[src/rtl/engclamp_pkg.sv]
package engclamp_pkg;
  localparam int DATA_W     = 32;
  localparam int ENG_BIT    = 12;
  localparam int GATE_BIT   = 27;
  localparam int MASK_BIT   = 0;
  localparam int VAL_BIT    = 1;
  localparam int OVR_EN_BIT = 30;
  localparam int OVR_VAL_BIT = 31;

  typedef enum logic [1:0] {SEL_NONE, SEL_ENG, SEL_CLAMP, SEL_OVR} regSel_e;

  typedef struct packed {
    logic    wrEng;
    logic    wrClamp;
    logic    wrOvr;
    regSel_e rdSel;
  } ctrlStrobe_t;

  typedef struct packed {
    logic engEn;
    logic gateEn;
    logic clampMask;
    logic clampVal;
    logic ovrEn;
    logic ovrVal;
  } regState_t;
endpackage

[src/rtl/engclamp_decode.sv]
module engclamp_decode
  import engclamp_pkg::*;
#(
  parameter int ADDR_W = 12,
  parameter logic [ADDR_W-1:0] ENG_OFF   = 12'h200,
  parameter logic [ADDR_W-1:0] CLAMP_OFF = 12'h204,
  parameter logic [ADDR_W-1:0] OVR_OFF   = 12'h208
) (
  input  logic              busValid,
  input  logic              busWrite,
  input  logic [ADDR_W-1:0] busAddr,
  output ctrlStrobe_t       strobe
);
  logic hitEng, hitClamp, hitOvr, isWr, isRd;

  always_comb begin
    hitEng   = (busAddr == ENG_OFF);
    hitClamp = (busAddr == CLAMP_OFF);
    hitOvr   = (busAddr == OVR_OFF);
    isWr     = busValid && busWrite;
    isRd     = busValid && !busWrite;

    strobe.wrEng   = isWr && hitEng;
    strobe.wrClamp = isWr && hitClamp;
    strobe.wrOvr   = isWr && hitOvr;

    strobe.rdSel = SEL_NONE;
    if (isRd) begin
      if (hitEng)        strobe.rdSel = SEL_ENG;
      else if (hitClamp) strobe.rdSel = SEL_CLAMP;
      else if (hitOvr)   strobe.rdSel = SEL_OVR;
    end
  end
endmodule

[src/rtl/engclamp_store.sv]
module engclamp_store
  import engclamp_pkg::*;
(
  input  logic              clk,
  input  logic              rstN,
  input  ctrlStrobe_t       strobe,
  input  logic [DATA_W-1:0] busWdata,
  input  logic              clampReq,
  input  logic              bootStrap,
  output regState_t         state,
  output logic [DATA_W-1:0] busRdata,
  output logic              engineReset,
  output logic              gatingActive,
  output logic              clampEn,
  output logic              pgobState
);
  // Only the defined field bits are consumed; the rest are reserved.
  logic unusedWdataBits;
  assign unusedWdataBits = ^busWdata;

  always_ff @(posedge clk or negedge rstN) begin
    if (!rstN) begin
      state <= '0;
    end else begin
      if (strobe.wrEng) begin
        state.engEn  <= busWdata[ENG_BIT];
        state.gateEn <= busWdata[GATE_BIT];
      end
      if (strobe.wrClamp) begin
        state.clampMask <= busWdata[MASK_BIT];
        state.clampVal  <= busWdata[VAL_BIT];
      end
      if (strobe.wrOvr) begin
        state.ovrEn  <= busWdata[OVR_EN_BIT];
        state.ovrVal <= busWdata[OVR_VAL_BIT];
      end
    end
  end

  always_ff @(posedge clk or negedge rstN) begin
    if (!rstN) begin
      engineReset  <= 1'b1;
      gatingActive <= 1'b0;
      clampEn      <= 1'b0;
      pgobState    <= 1'b0;
    end else begin
      engineReset  <= !state.engEn;
      gatingActive <= state.gateEn && state.engEn;
      clampEn      <= state.clampMask ? state.clampVal : clampReq;
      pgobState    <= state.ovrEn ? state.ovrVal : bootStrap;
    end
  end

  always_comb begin
    busRdata = '0;
    unique case (strobe.rdSel)
      SEL_ENG: begin
        busRdata[ENG_BIT]  = state.engEn;
        busRdata[GATE_BIT] = state.gateEn;
      end
      SEL_CLAMP: begin
        busRdata[MASK_BIT] = state.clampMask;
        busRdata[VAL_BIT]  = state.clampVal;
      end
      SEL_OVR: begin
        busRdata[OVR_EN_BIT]  = state.ovrEn;
        busRdata[OVR_VAL_BIT] = state.ovrVal;
      end
      default: busRdata = '0;
    endcase
  end
endmodule

[src/rtl/engclamp_regs.sv]
module engclamp_regs
  import engclamp_pkg::*;
#(
  parameter int ADDR_W = 12,
  parameter logic [ADDR_W-1:0] ENG_OFF   = 12'h200,
  parameter logic [ADDR_W-1:0] CLAMP_OFF = 12'h204,
  parameter logic [ADDR_W-1:0] OVR_OFF   = 12'h208
) (
  input  logic              clk,
  input  logic              rstN,
  input  logic              busValid,
  input  logic              busWrite,
  input  logic [ADDR_W-1:0] busAddr,
  input  logic [31:0]       busWdata,
  output logic [31:0]       busRdata,
  input  logic              clampReq,
  input  logic              bootStrap,
  output logic              engineReset,
  output logic              gatingActive,
  output logic              clampEn,
  output logic              pgobState
);
  ctrlStrobe_t strobe;
  regState_t   state;

  engclamp_decode #(
    .ADDR_W(ADDR_W), .ENG_OFF(ENG_OFF), .CLAMP_OFF(CLAMP_OFF), .OVR_OFF(OVR_OFF)
  ) uDecode (
    .busValid(busValid),
    .busWrite(busWrite),
    .busAddr (busAddr),
    .strobe  (strobe)
  );

  engclamp_store uStore (
    .clk         (clk),
    .rstN        (rstN),
    .strobe      (strobe),
    .busWdata    (busWdata),
    .clampReq    (clampReq),
    .bootStrap   (bootStrap),
    .state       (state),
    .busRdata    (busRdata),
    .engineReset (engineReset),
    .gatingActive(gatingActive),
    .clampEn     (clampEn),
    .pgobState   (pgobState)
  );
endmodule

[config.mk]
export PLATFORM = sky130hd
export DESIGN_NAME = engclamp_regs
export DESIGN_NICKNAME = d
export VERILOG_FILES = /design/src/rtl/engclamp_pkg.sv /design/src/rtl/engclamp_decode.sv /design/src/rtl/engclamp_store.sv /design/src/rtl/engclamp_regs.sv
export SDC_FILE = /design/constraint.sdc
export NUM_CORES = 1
export LEC_CHECK = 0
export ABC_AREA = 1
export BUFFER_PORTS_ARGS = -buffer_cell sky130_fd_sc_hd__buf_2
export CORE_MARGIN = 2
export CORE_UTILIZATION = 36
export CTS_CLUSTER_DIAMETER = 30
export DETAILED_ROUTE_END_ITERATION = 8
export HOLD_SLACK_MARGIN = 0.12
export PLACE_DENSITY = 0.82
export RECOVER_POWER = 25
export SLEW_MARGIN = 10
export SYNTH_ARGS = -nofsm -noshare
export SYNTH_HDL_FRONTEND = slang
export SYNTH_SLANG_ARGS = --single-unit
export TNS_END_PERCENT = 50
[constraint.sdc]
create_clock -name clk -period 0.8 [get_ports clk]
set_input_delay 0 -clock clk [delete_from_list [all_inputs] [get_ports clk]]
set_output_delay 0 -clock clk [all_outputs]
set_load 0.01 [all_outputs]
# Word-level counts from Yosys, hierarchy flattened
# Cells that the tools add are included.
totals:
  register_bits: 10
  latch_bits: 0
  mem_bits_rw: 0
  romBits: 0
  input_bits: 50
  out_inout_bits: 36
  memories: 0
classes:
  n_addsub: 0
  multipliers: 0
  n_div: 0
  order_cmp: 0
  eq_ne: 6
  shift: 0
  muxes: 10
  bitwise: 0
  reduce_logical: 8
ops:
  columns: ["operator", "count"]
  rows:
  - ["$eq 12x10->1 const B", 3]
  - ["$mux 2", 6]
  - ["$logic_and 1x1->1", 6]
  - ["$eq 2x2->1 const B", 2]
  - ["$mux 1", 4]
  - ["$eq 2x1->1 const B", 1]
  - ["$logic_not 1->1", 2]

# Depth between registers and ports, before layout
depth:
  word_depth: 7
  ltp_mapped: 8
  mapped_depth_nobuf: 8

# By module
# A second synthesis with hierarchy kept.
unflattened:
  cells_unflattened: 123
  hier_area_um2: 802.0
by_module_without_submodules:
  columns: ["mod", "instances", "cells_per_inst", "area_each_um2", "seq_area_each_um2"]
  rows:
  - ["engclamp_store", 1, 83, 623.1, 251.5]
  - ["engclamp_decode", 1, 40, 178.9, 0.0]

# Worst setup path after synthesis
# No wires, ideal clock.
synth_timing:
  kind: "input to register"
  start: "in busAddr[8]"
  end: "reg uStore.state[2] (netlist name)"
  arrival_time_ns: 0.594
  required_time_ns: 0.684
  slack_ns: 0.090
  stages: 8
  cell_sequence: "inv_1 -> nand2_2 -> nor2_8 -> nand2_4 -> nor2_8 -> nand2_1 -> nand2_1 -> nand2_1"
synth_via:
  elab_chain_cells: 2
synth_rtl:
  columns: ["element", "line_no", "text"]
  rows:
  - ["start: declaration", "engclamp_regs.sv:13", "input logic [ADDR_W-1:0] busAddr,"]
  - ["$eq 12x10->1", "engclamp_decode.sv:18", "hitClamp = (busAddr == CLAMP_OFF);"]
  - ["$logic_and 1x1->1", "engclamp_decode.sv:24", "strobe.wrClamp = isWr && hitClamp;"]
# Every way passes these cells.
# A chain may end at the register's enable or synchronous reset.

# Final worst setup path
layout_timing:
  start: "reg uStore.state[0] (netlist name)"
  end: "out busRdata[31]"
layout_via:
  elab_chain_cells: 1
layout_rtl:
  columns: ["element", "line_no", "text"]
  rows:
  - ["$mux 2", "engclamp_store.sv:56", "unique case (strobe.rdSel)"]
  - ["end: declaration", "engclamp_regs.sv:15", "output logic [31:0] busRdata,"]
# Every way passes these cells.

==> impl_results.md <==
- First-pass iteration count of the detailed router: 4
- Slowest library cell on the worst path: sky130_fd_sc_hd__dfrtp_1
- Global-route usage over all layers: 12.9%
- CP endpoint kind: output pin
- Placed wire-length estimate after detailed placement: 1170 um
- Synth area leaders: sky130_fd_sc_hd__dfrtp_1, sky130_fd_sc_hd__buf_4, sky130_fd_sc_hd__inv_1, sky130_fd_sc_hd__nor2_8, sky130_fd_sc_hd__nand2_1
- Cell variety after synth: 20
- Critical register-to-register path endpoint: uStore.pgobState
- Reg2reg start: uStore.state[1]
- Class of the most critical hold timing path: primary input to register
- Iter 0 DRT Violations: 8
- Number of port buffers: 33
- Die area: 2850 um^2
- Clock period minus final worst setup slack: 997 ps
- Vias per std cell: 4.04
- TritonCTS clock tree: built
- Final core utilization: 56.9%
- Fmax: 1000 MHz
- Buffer cell driving the clock tree root: sky130_fd_sc_hd__clkbuf_4
- Average wire per standard cell: 9.68 um
- Total count of hold-check failures in the final report: 0
- Slew margin rel.: 64.6%
- CTS Buffer Depth: 2
- Worst min-delay path startpoint: busWrite
- Final routed wirelength across all metal layers: 1900 um
- Worst path top cell family by delay: flip-flops
- Worst hold path endpoint: uStore.state[3]
- Maximum fanout count along the critical path: 2
- GPL Wtd Cong: 0.751
- Inserted Diodes: 0
- Number of max-cap violations: 0
- Number of enable-type register cells in the synthesized netlist: 0
- Worst endpoint required time: 800 ps
- Total number of vias: 792
- CP Class: register to output pin
- Max H-tree Level: 1
- Fraction of synthesized cell area taken by the top area cell type: 25.6%
- Final worst slack: -197 ps
- Worst stage delay on the critical path: 370 ps
- Final period util: 125%
- Clock tree sinks: 10
- Number of buffers created by CTS: 3
- Yosys Warn Count: 0
- Maximum number of pins on one net before global-route repair: 11
- Placeable core area: 2250 um^2
- Final setup violation count: 7
- Die Wd: 53.4 um
- Post-route setup TNS: -923 ps
- Launch point of the worst path: uStore.state[0]
- Clock latency reported for the late side of the worst-skew pair: 270 ps
- Final Net Count: 219
- Die span in y: 53.4 um
- Antenna violations before repair: 0
- Most frequent cells after synthesis: sky130_fd_sc_hd__buf_4, sky130_fd_sc_hd__inv_1, sky130_fd_sc_hd__nand2_1
- Largest area contributor in the netlist: sky130_fd_sc_hd__dfrtp_1
- Setup skew after layout: 0.212 ps
- Buf+Inv Stages, Crit Path: 2
- Number of antenna-violating nets in the routed design: 0
- Synthesis-stage register bit count: 10
- Primary flip-flop cell chosen by synthesis mapping: sky130_fd_sc_hd__dfrtp_1
- Area growth, synth to finish: 46.0%
- Kind of start point of the critical path: register
- Least-Margin Pin Slew: 530 ps
- Number of cells on the worst reg-to-reg path: 4
- Result of the run: finished with violations
- Ys async rst share: 100%
- Seq/Total Area, Yosys: 28.6%
- Worst vdd rail ir drop: 0.667 mV
- R2r setup slk: 20 ps
- Total congestion overflow: 0
- Total leakage power: 0.755 nW
- Post-Synthesis Cell Area: 878 um^2
- Number of global-route vias before repair: 711
- Unrepaired setup endpoints after global routing: yes
- Pwr/cell area: 1000 nW/um^2
- Count of cells along the worst hold path: 5
- Number of design rule violations left after detail routing: 0
- Critical-path cell list: inv_1 > nor2_1 > buf_2
- Violations in the final reports: setup timing
- Reg clk slew, reported paths: 70 ps
- First-pass GRT wire length: 2650 um
- CP arrival: 1000 ps
- Top-level port count: 86
- Share of layout cells above drive strength 1: 48.8%
- Number of instances in the synthesized netlist: 115
- Average cell area after synthesis: 7.64 um^2
- Initial core utilization: 39.0%
- Dominant cell by count in the synthesized netlist: sky130_fd_sc_hd__buf_4
- Number of pins exceeding their max-slew limit in the final report: 0
- Floorplan row count: 17
-- report_power, final --
| part | switching, mW | internal (mW) |
|---|---|---|
| Combinational | 0.182 | 0.132 |
| Clock | 0.182 | 0.277 |
| Sequential | 0.00207 | 0.512 |
| Total | 0.366 | 0.920 |
-- final cells by class --
class	instances	area, um^2
well taps	28	35.0
repair buffers	50	364
clock buffers	4	36.3
inverters	26	110
multi-input cells	78	485
fillers	195	972
flip-flops and latches	10	251
-- state kept, by name, indices dropped and copies added (netlist names) --
register / cells
uStore.gatingActive: 1
uStore.state: 6
uStore.pgobState: 1
uStore.engineReset: 1
uStore.clampEn: 1
-- metrics by stage --
step / cell area, um^2 / cells / total power [mW] / worst slack, ps / hold slack [ps]
4_1_cts: 1180 / 193 / 1.25 / -101 / 113
5_1_grt: 1280 / 196 / 1.35 / -218 / 228
2_1_floorplan: 972 / 140 / 0.756 / 89.7 / -296
6_report: 1280 / 196 / 1.29 / -197 / 166
3_3_place_gp: 985 / 176 / 0.742 / -123 / -134
3_5_place_dp: 985 / 176 / 0.743 / -123 / -127
-- worst min-delay path: cells and delay by family --
family,cells,cell delay (ps)
AND/OR/NAND/NOR,3,210
buffers and inverters,2,190
-- timing repair --
action,4_1_cts,5_1_grt
cloned,0,0
setup buffers,4,3
hold buffers,9,0
endpoints found under the setup margin,7,9
resized for setup,13,20
pin swaps,3,9
hold endpoints to repair,18,0
-- cell usage in the layout (no fill, tap or decap), drive strengths merged, types with 3 or more instances in the layout --
master	netlist	layout
dlygate4sd3	0	9
nand2	23	23
o21ai	7	7
nor2	13	13
clkbuf	0	5
nand4	3	3
conb	1	26
nand3	6	6
inv	25	26
buf	26	40
dfrtp	9	9
-- cells by family (layout without fill, tap and decap cells) --
family	count (synthesis)	after routing	share of synthesized area [%]
flip-flops	10	10	28.6
AO/OA/AOI/OAI	7	7	3.99
other	1	26	0.427
AND/OR/NAND/NOR	45	45	33.5
buffers and inverters	52	80	33.5
-- how the worst max path moves through the flow --
| stage | cells past startpoint | slack [ps] | end |
|---|---|---|---|
| 6_report | 3 | -200 | busRdata[31] |
| 5_1_grt | 9 | -220 | busRdata[31] |
| 4_1_cts | 3 | -100 | busRdata[0] |
| 3_5_place_dp | 9 | -120 | busRdata[27] |
| 3_3_place_gp | 9 | -120 | busRdata[27] |
| 2_1_floorplan | 8 | 90 | uStore.state[2] |
-- per-layer routing --
layer	part of all wire, %	wire length (um)	track usage [%]
met4	3.4	65	8.55
met5	0	0	0
met3	8.5	161	1.41
met2	53	1010	24.3
met1	35	665	13.1
Note: power is estimated with default switching activity, not from simulation.
